### src/rtl/pci_mterm_pkg.sv
package pci_mterm_pkg;

    typedef enum logic [1:0] {
        ST_IDLE  = 2'd0,
        ST_ADDR  = 2'd1,
        ST_XFER  = 2'd2,
        ST_ABORT = 2'd3
    } mt_state_e;

    typedef enum logic [1:0] {
        END_DONE  = 2'd0,
        END_TMO   = 2'd1,
        END_ABORT = 2'd2
    } mt_end_e;

endpackage

### src/rtl/pci_mterm_lat.sv
module pci_mterm_lat #(
    parameter int LAT_W = 8
) (
    input  logic             clk,
    input  logic             rst_n,
    input  logic             load,
    input  logic [LAT_W-1:0] load_val,
    input  logic             run,
    output logic             expired
);
    typedef struct packed {
        logic [LAT_W-1:0] cnt;
    } lat_s;

    lat_s q, d;

    always_comb begin
        d = q;
        if (load) begin
            d.cnt = load_val;
        end else if (run && (q.cnt != '0)) begin
            d.cnt = q.cnt - 1'b1;
        end
    end

    always_ff @(posedge clk) begin
        if (!rst_n) q <= '0;
        else        q <= d;
    end

    assign expired = (q.cnt == '0);
endmodule

### src/rtl/pci_mterm_dsel.sv
module pci_mterm_dsel #(
    parameter int PT_W = 2
) (
    input  logic            clk,
    input  logic            rst_n,
    input  logic            start,
    input  logic            active,
    input  logic            in_xfer,
    input  logic            devsel_n,
    input  logic [PT_W-1:0] sample_pt,
    output logic            claimed,
    output logic            miss
);
    localparam int PH_W   = PT_W + 1;
    localparam logic [PH_W-1:0] PH_MAX = {PH_W{1'b1}};

    typedef struct packed {
        logic [PH_W-1:0] phase;
        logic            seen;
    } dsel_s;

    dsel_s q, d;
    logic [PH_W-1:0] limit;

    assign limit   = PH_W'(sample_pt) + 1'b1;
    assign claimed = q.seen | (in_xfer & ~devsel_n);
    assign miss    = in_xfer & ~claimed & (q.phase == limit);

    always_comb begin
        d = q;
        if (start) begin
            d.phase = '0;
            d.seen  = 1'b0;
        end else begin
            if (active && (q.phase != PH_MAX)) d.phase = q.phase + 1'b1;
            if (in_xfer && !devsel_n)          d.seen  = 1'b1;
        end
    end

    always_ff @(posedge clk) begin
        if (!rst_n) q <= '0;
        else        q <= d;
    end
endmodule

### src/rtl/pci_mterm_sts.sv
module pci_mterm_sts (
    input  logic clk,
    input  logic rst_n,
    input  logic set,
    input  logic clr,
    output logic sts
);
    typedef struct packed {
        logic flag;
    } sts_s;

    sts_s q, d;

    always_comb begin
        d = q;
        if (set)      d.flag = 1'b1;
        else if (clr) d.flag = 1'b0;
    end

    always_ff @(posedge clk) begin
        if (!rst_n) q <= '0;
        else        q <= d;
    end

    assign sts = q.flag;
endmodule

### src/rtl/pci_mterm_ctrl.sv
module pci_mterm_ctrl
    import pci_mterm_pkg::*;
#(
    parameter int DW    = 32,
    parameter int LEN_W = 4,
    parameter int LAT_W = 8
) (
    input  logic             clk,
    input  logic             rst_n,
    input  logic             req_valid,
    input  logic             req_write,
    input  logic             req_lbuf,
    input  logic [LEN_W-1:0] req_len,
    output logic             req_ready,
    input  logic             gnt_n,
    input  logic             devsel_n,
    input  logic             trdy_n,
    input  logic [DW-1:0]    ad_in,
    input  logic [1:0]       cfg_dsel_pt,
    input  logic [LAT_W-1:0] cfg_lat_init,
    input  logic             cfg_mabort_clr,
    output logic             frame_n,
    output logic             irdy_n,
    output logic             rsp_valid,
    output logic [DW-1:0]    rsp_data,
    output logic             rsp_done,
    output logic [1:0]       rsp_kind,
    output logic             mabort_sts
);
    localparam logic [LEN_W-1:0] LEN_ONE = LEN_W'(1);
    localparam logic [LEN_W-1:0] LEN_TWO = LEN_W'(2);

    typedef struct packed {
        mt_state_e        state;
        logic             last;
        logic             tmo;
        logic [LEN_W-1:0] rem;
        logic             write;
        logic             lbuf;
        logic             frame_n;
        logic             irdy_n;
        logic             rsp_valid;
        logic [DW-1:0]    rsp_data;
        logic             done;
        mt_end_e          kind;
    } ctl_s;

    ctl_s q, d;

    logic start, active, in_xfer, claimed, miss, expired, tmo_now, xfer_ok;
    logic lbuf_flag;

    assign start   = (q.state == ST_IDLE) && req_valid;
    assign active  = (q.state == ST_ADDR) || (q.state == ST_XFER);
    assign in_xfer = (q.state == ST_XFER);
    assign tmo_now = expired && gnt_n;
    assign xfer_ok = in_xfer && !trdy_n && claimed;

    pci_mterm_lat #(.LAT_W(LAT_W)) u_lat (
        .clk      (clk),
        .rst_n    (rst_n),
        .load     (start),
        .load_val (cfg_lat_init),
        .run      (!q.frame_n),
        .expired  (expired)
    );

    pci_mterm_dsel #(.PT_W(2)) u_dsel (
        .clk       (clk),
        .rst_n     (rst_n),
        .start     (start),
        .active    (active),
        .in_xfer   (in_xfer),
        .devsel_n  (devsel_n),
        .sample_pt (cfg_dsel_pt),
        .claimed   (claimed),
        .miss      (miss)
    );

    pci_mterm_sts u_sts (
        .clk   (clk),
        .rst_n (rst_n),
        .set   (miss),
        .clr   (cfg_mabort_clr),
        .sts   (mabort_sts)
    );

    always_comb begin
        d           = q;
        d.rsp_valid = 1'b0;
        d.done      = 1'b0;
        unique case (q.state)
            ST_IDLE: begin
                if (req_valid) begin
                    d.state   = ST_ADDR;
                    d.write   = req_write;
                    d.lbuf    = req_lbuf;
                    d.rem     = (req_len == '0) ? LEN_ONE : req_len;
                    d.last    = (req_len == '0) || (req_len == LEN_ONE);
                    d.tmo     = 1'b0;
                    d.frame_n = 1'b0;
                    d.irdy_n  = 1'b1;
                end
            end
            ST_ADDR: begin
                d.state   = ST_XFER;
                d.irdy_n  = 1'b0;
                d.frame_n = q.last;
            end
            ST_XFER: begin
                if (miss) begin
                    d.state   = ST_ABORT;
                    d.frame_n = 1'b1;
                    d.irdy_n  = 1'b0;
                end else if (xfer_ok) begin
                    d.rsp_valid = 1'b1;
                    d.rsp_data  = q.write ? '0 : ad_in;
                    if (q.last) begin
                        d.state   = ST_IDLE;
                        d.frame_n = 1'b1;
                        d.irdy_n  = 1'b1;
                        d.done    = 1'b1;
                        d.kind    = q.tmo ? END_TMO : END_DONE;
                    end else begin
                        d.rem = q.rem - 1'b1;
                        if (q.rem == LEN_TWO) begin
                            d.last    = 1'b1;
                            d.frame_n = 1'b1;
                        end else if (tmo_now) begin
                            d.last    = 1'b1;
                            d.tmo     = 1'b1;
                            d.frame_n = 1'b1;
                        end
                    end
                end else if (!q.last && tmo_now) begin
                    d.last    = 1'b1;
                    d.tmo     = 1'b1;
                    d.frame_n = 1'b1;
                end
            end
            ST_ABORT: begin
                d.state     = ST_IDLE;
                d.frame_n   = 1'b1;
                d.irdy_n    = 1'b1;
                d.done      = 1'b1;
                d.kind      = END_ABORT;
                d.rsp_valid = !q.lbuf;
                d.rsp_data  = q.write ? '0 : '1;
            end
            default: d.state = ST_IDLE;
        endcase
    end

    always_ff @(posedge clk) begin
        if (!rst_n) begin
            q         <= '0;
            q.state   <= ST_IDLE;
            q.kind    <= END_DONE;
            q.frame_n <= 1'b1;
            q.irdy_n  <= 1'b1;
        end else begin
            q <= d;
        end
    end

    assign req_ready = (q.state == ST_IDLE);
    assign frame_n   = q.frame_n;
    assign irdy_n    = q.irdy_n;
    assign rsp_valid = q.rsp_valid;
    assign rsp_data  = q.rsp_data;
    assign rsp_done  = q.done;
    assign rsp_kind  = q.kind;
    assign lbuf_flag = q.lbuf;
endmodule

### config.mk
export PLATFORM = sky130hd
export DESIGN_NAME = pci_mterm_ctrl
export DESIGN_NICKNAME = d
export VERILOG_FILES = /design/src/rtl/pci_mterm_pkg.sv /design/src/rtl/pci_mterm_lat.sv /design/src/rtl/pci_mterm_dsel.sv /design/src/rtl/pci_mterm_sts.sv /design/src/rtl/pci_mterm_ctrl.sv
export SDC_FILE = /design/constraint.sdc
export NUM_CORES = 1
export LEC_CHECK = 0
export BUFFER_PORTS_ARGS = -buffer_cell sky130_fd_sc_hd__buf_2
export CORE_MARGIN = 8
export CORE_UTILIZATION = 51
export CTS_CLUSTER_SIZE = 20
export DETAILED_ROUTE_END_ITERATION = 12
export PLACE_DENSITY = 0.8
export SLEW_MARGIN = 40
export SYNTH_ARGS = -nofsm -noshare
export SYNTH_HDL_FRONTEND = slang
export SYNTH_SLANG_ARGS = --single-unit
### constraint.sdc
create_clock -name clk -period 2.3 [get_ports clk]
set_clock_uncertainty 0.2 [all_clocks]
set_input_delay 0.23 -clock clk [delete_from_list [all_inputs] [get_ports clk]]
set_output_delay 0.23 -clock clk [all_outputs]
set_load 0.01 [all_outputs]
After elaboration in Yosys (flattened, before gate mapping)
Index checks and enable logic that the tools add are counted.

word-level totals
  flip-flop bits (word level) = 61
  bits of input ports = 55
  output and inout port bits = 40
  logic and storage cells = 113

operators by class
  multiplexer cells = 34
  equality and inequality tests = 20
  bitwise operators = 7
  reductions and logical operators = 32
  add/subtract/negate cells = 4

operator list
  kind                                                                 count
  36-bit case mux with 2 select lines                                  1
  32-bit 2-to-1 mux                                                    2
  37-bit 2-to-1 mux                                                    1
  36-bit 2-to-1 mux                                                    1
  8-bit 2-to-1 mux                                                     2
  2-bit case mux with 4 select lines                                   2
  2-bit 2-to-1 mux                                                     7
  12-bit 2-to-1 mux                                                    1
  6-bit 2-to-1 mux                                                     2
  3-bit != test (second input constant)                                4
  6-bit case mux with 2 select lines                                   1
  1-bit 2-to-1 mux                                                     11
  3-bit AND reduction                                                  3
  1-bit logical AND                                                    8
  8-bit zero test                                                      1
  4-bit 2-to-1 mux                                                     2
  2-bit != test (second input constant)                                4
  4-bit AND reduction                                                  2
  2-bit nonzero test                                                   4
  8-bit nonzero test                                                   1
  8-bit by 1-bit subtractor with 8-bit output (second input constant)  1
  7-bit AND reduction                                                  1
  3-bit by 1-bit != test with 1-bit output (second input constant)     2
  6-bit by 5-bit != test with 1-bit output (second input constant)     1
  other kinds (22)                                                     32

Depth between registers and ports, before layout
  depth in word-level cells = 8
  mapped depth = 8
  mapped depth without buffers = 7

Modules after synthesis
A second synthesis with hierarchy kept.

second synthesis, totals
  cell total of the unflattened synthesis = 381
  area total of the unflattened synthesis = 3,199.3 µm²

by module, submodules not included
  module          area an instance (µm²)  instances  cells each  seq. area each (µm²)
  pci_mterm_ctrl  2,413.6                 1          295         960.9
  pci_mterm_lat   511.7                   1          59          160.2
  pci_mterm_dsel  232.7                   1          24          80.1
  pci_mterm_sts   41.3                    1          3           20.0

Worst setup path before layout
OpenSTA, ideal clock, no wires.

  path type = register to register
  start = register u_lat.q[0] in the netlist's numbering
  end = register frame_n (netlist name)
  library setup time = 122 ps
  slack = 268 ps
  stages on the path, launching flop included = 7
  period minus slack after synthesis = 2,032 ps
  data required time = 1,978 ps
  arrival = 1,710 ps
  path buffers = 0
  path through = dfxtp_1 > inv_1 > ha_1 > nor4b_4 > and4_1 > or3_2 > a221o_1

on the way
  cells in the longest elaborated chain, start to end = 5
  elaborated cells on any way between the ends = 6
  classes of those cells = eq/ne: 2; reduce/logical: 4

RTL lines
  item                                                       RTL line               RTL
  start, declared                                            pci_mterm_lat.sv:15    lat_s q, d;
  start signal, assigned                                     pci_mterm_lat.sv:27    if (!rst_n) q <= '0;
  start signal, assigned                                     pci_mterm_lat.sv:28    else q <= d;
  8-bit zero test (*)                                        pci_mterm_lat.sv:31    assign expired = (q.cnt == '0);
  1-bit logical AND (*)                                      pci_mterm_ctrl.sv:56   assign tmo_now = expired && gnt_n;
  1-bit logical AND                                          pci_mterm_ctrl.sv:135  end else if (!q.last && tmo_now) begin
  4-bit by 1-bit != test with 1-bit output (no source line)  -
  3-bit AND reduction (no source line) (*)                   -

Mark *: on every way between the ends. The rest lies on a longest branch, timed or not.
A chain may end at the register's enable or synchronous reset.

Final worst setup path
  start = register u_lat.q[0] in the netlist's numbering
  end = register frame_n (netlist name)

on the way
  cells in the longest elaborated chain, start to end = 5
  elaborated cells on any way between the ends = 6
  classes of those cells = eq/ne: 2; reduce/logical: 4

RTL lines
  item                                                       RTL line
  8-bit zero test (*)                                        pci_mterm_lat.sv:31
  1-bit logical AND (*)                                      pci_mterm_ctrl.sv:56
  1-bit logical AND                                          pci_mterm_ctrl.sv:135
  4-bit by 1-bit != test with 1-bit output (no source line)  -
  3-bit AND reduction (no source line) (*)                   -

Marked as above.

==> impl_results.md <==
- RSZ-0062 raised after global routing: no
- Iter 0 DRT Violations: 176
- Util after Layout: 69.3%
- Root buffer cell: clkbuf_8
- Number of H-tree levels: 3
- Vias per cell: 5.35
- Post-route design area: 4080 um2
- Max Freq: 453 MHz
- Reg clk slew, reported paths: 0.06 ns
- CP endpoint kind: flop
- Critical R2R Capture: frame_n$_SDFFE_PN1P_
- Sink Count: 61
- Vias: 2972
- Final Setup Violations: 0
- Initial antenna violation count: 0
- Period utilization: 96.1%
- IO buf count: 94
- Post-Synthesis Cells: 371
- Die ar.: 8760 um2
- Place WS: 0.168 ns
- Layout cells sized above 1: 27.3%
- Worst-path cell chain: inv_1 > ha_1 > nor4b_4 > and4_1 > or3_2 > a221o_1
- Register area: 1220 um2
- Sequential area share after synthesis: 39.8%
- DP Area: 3410 um2
- Fin. Hold Viols: 0
- I/O pins: 95
- Peak supply drop: 0.577 mV
- CTS max path bufs: 2
- Critical path type: reg2reg
- Final Wtd Congestion: 0.820
- Die Span Y: 93.6 um
- R2R setup slack: 0.09 ns
- Outcome: finished, final reports clean
- Syn nets: 437
- Initial Util: 52.1%
- Tmin final: 2.21 ns
- Worst Reg-to-Reg Cells: 6
- Min-Delay Path Depth: 3
- All-layer global routing usage: 20.2%
- Hold Worst Slack: 0.0147 ns
- Layout net count: 541
- Cell Rows: 28
- Final Slew Violations: 0
- Die Width: 93.6 um
- Yosys warnings: 0
- Core box area: 5890 um2
- Setup TNS Final: 0 ns
- CP required: 2.32 ns
- CP Max Fanout: 4
- Final HPWL DP: 5530 um
- Hold Startpoint: req_valid
- Routed WL per cell: 16.0 um
- Routed WL: 8870 um
- Post-Syn Area: 3070 um2
- FF+latch count, synth: 61
- Power Density: 1090 nW/um2
- Max-Cap Viols: 0
- Worst Path Arrival: 2.23 ns
- First-pass GRT wire length: 14200 um
- Startpoint types: flop
- Mean post-synth cell area: 8.27 um2
- DRT antenna net count: 0
- Slew @ Worst Pin: 0.540 ns
- Multi-input logic area: 1480 um2
- Fillers: 471
- Leakage: 0.00175 uW
- DRC: 0
- Pin count of the biggest net entering global routing: 44
- Rel. slew slack: 63.9%
- Worst Hold Endpoint: lbuf_flag$_SDFFE_PN0P_
- Slowest CP cell: or3_2
- TritonRoute pass-1 iters: 4
- CTS tree: built
- CTS Buf Count: 9
- Max incr delay on CP: 0.47 ns
- Vias in the first global route: 2985
- Worst Setup Slack, final: 0.0902 ns
- Area grow syn2layout: 32.9%
- GRT overflow: 0
- R2R Path Start: u_lat.q[0]$_SDFFE_PN0P_
- Yosys cell types: 47
- Worst skew pair latency: 0.33 ns
- HP Class: in2reg
metal layers:
layer	wire [um]	global-route usage, %
met2	4590	35.3
met1	3630	22.2
met5	0	0
met3	549	6.49
met4	106	7.79
stage by stage:
| step | instances | power, uW |
|---|---|---|
| 2_1_floorplan | 371 | 2800 |
| 3_3_place_gp | 497 | 3090 |
| 3_5_place_dp | 497 | 3160 |
| 4_1_cts | 553 | 4440 |
| 5_1_grt | 554 | 4730 |
| 6_report | 555 | 4460 |
sequential cells by signal, summed over array words and instances (netlist names):
register and cells:
rsp_data 32, u_lat.q 8, u_sts.sts 1, q 9, lbuf_flag 1, rsp_done 1
irdy_n 1, frame_n 1, rsp_kind 2, u_dsel.q 4, rsp_valid 1
worst max-delay path by stage:
stage                             from                   end  slack [ns]  cells after the start
2_1_floorplan  u_lat.q[0]$_SDFFE_PN0P_  frame_n$_SDFFE_PN1P_        0.27                      6
3_3_place_gp            cfg_dsel_pt[0]  frame_n$_SDFFE_PN1P_        0.21                      6
3_5_place_dp            cfg_dsel_pt[0]  frame_n$_SDFFE_PN1P_        0.17                      6
4_1_cts             q[47]$_SDFFE_PN0P_    q[45]$_SDFFE_PN0P_        0.11                      7
5_1_grt             q[46]$_SDFFE_PN0P_    q[41]$_SDFFE_PN0P_        0.03                      6
6_report       u_lat.q[0]$_SDFFE_PN0P_  frame_n$_SDFFE_PN1P_        0.09                      6
area by class of cell:
cell class	instances	area share, %
clock inverters	4	2.33
multi-input cells	244	36.2
repair buffers	146	24.2
clock buffers	11	3.71
diodes	1	0.0613
inverters	13	1.20
well taps	75	2.30
flip-flops and latches	61	29.9
critical path, delay by kind of cell, from the launching register on:
kind / cells / cell delay [ns]
AND/OR/NAND/NOR: 3 / 0.84
flip-flops: 1 / 0.40
AO/OA/AOI/OAI: 1 / 0.32
adder cells (fa/ha/maj): 1 / 0.24
buffers and inverters: 1 / 0.10
Yosys cell counts, drive strengths merged:
cell type	n	area (um2)
dfxtp	61	1220
a21oi	51	255
o21ai	44	220
buf	41	292
nand2	41	154
nor2	17	63.8
inv	13	48.8
clkbuf	12	45.0
ha	11	138
a211oi	10	75.1
nand3	7	35.0
mux2i	6	60.1
nor3	6	35.0
xnor2	6	52.6
nand2b	5	31.3
nor2b	5	31.3
or3	5	37.5
nor4	3	25.0
o31ai	3	36.3
or2	3	18.8
a21boi	2	18.8
a31oi	2	12.5
and4	2	17.5
a2111oi	1	8.76
a221o	1	10.0
a22oi	1	7.51
a311oi	1	8.76
a32oi	1	8.76
and3b	1	8.76
nand4	1	6.26
nor4b	1	23.8
o2111a	1	11.3
o21a	1	7.51
o221a	1	11.3
o22ai	1	6.26
o31a	1	8.76
o41ai	1	8.76
xor2	1	8.76
layout by cell type, fill, tap and decap left out, types with 3 or more instances in the layout:
cell type / n
nand3_1: 7
bufinv_16: 3
a21oi_1: 51
nand2b_1: 5
dfxtp_1: 61
o21ai_0: 44
nor2_1: 17
clkbuf_8: 11
or3_1: 3
a211oi_1: 10
nor2b_1: 5
inv_1: 13
xnor2_1: 6
nand2_1: 41
buf_4: 9
nor3_1: 4
buf_2: 94
ha_1: 10
dlygate4sd3_1: 41
mux2i_1: 6
cells by family (layout without fill, tap and decap cells):
group	count (synthesis)	count (layout)	share of synthesized area (%)
AOI/OAI and AO/OA	123	123	23.3
xor gates and xnor gates	7	7	2.00
adders and majority gates	11	11	4.48
buffers and inverters	66	174	12.6
DFF	61	61	39.8
muxes	6	6	1.96
other	0	1	0
and+or+nand+nor	97	97	15.9
what timing repair did:
action / in CTS / in global routing
setup endpoints to repair: 0 / 6
endpoints found under the hold margin: 41 / 0
resized for setup: 0 / 2
buffers inserted: 0 / 1
hold buffers: 41 / 0
power breakdown:
| group | switching (uW) | total (uW) | leakage (uW) | internal [uW] |
|---|---|---|---|---|
| clock | 402 | 1170 | 0.000125 | 771 |
| sequential | 236 | 1570 | 0.000497 | 1330 |
| combinational | 963 | 1720 | 0.00112 | 760 |
| total | 1600 | 4460 | 0.00175 | 2860 |
Note: power is estimated with default switching activity, not from simulation.
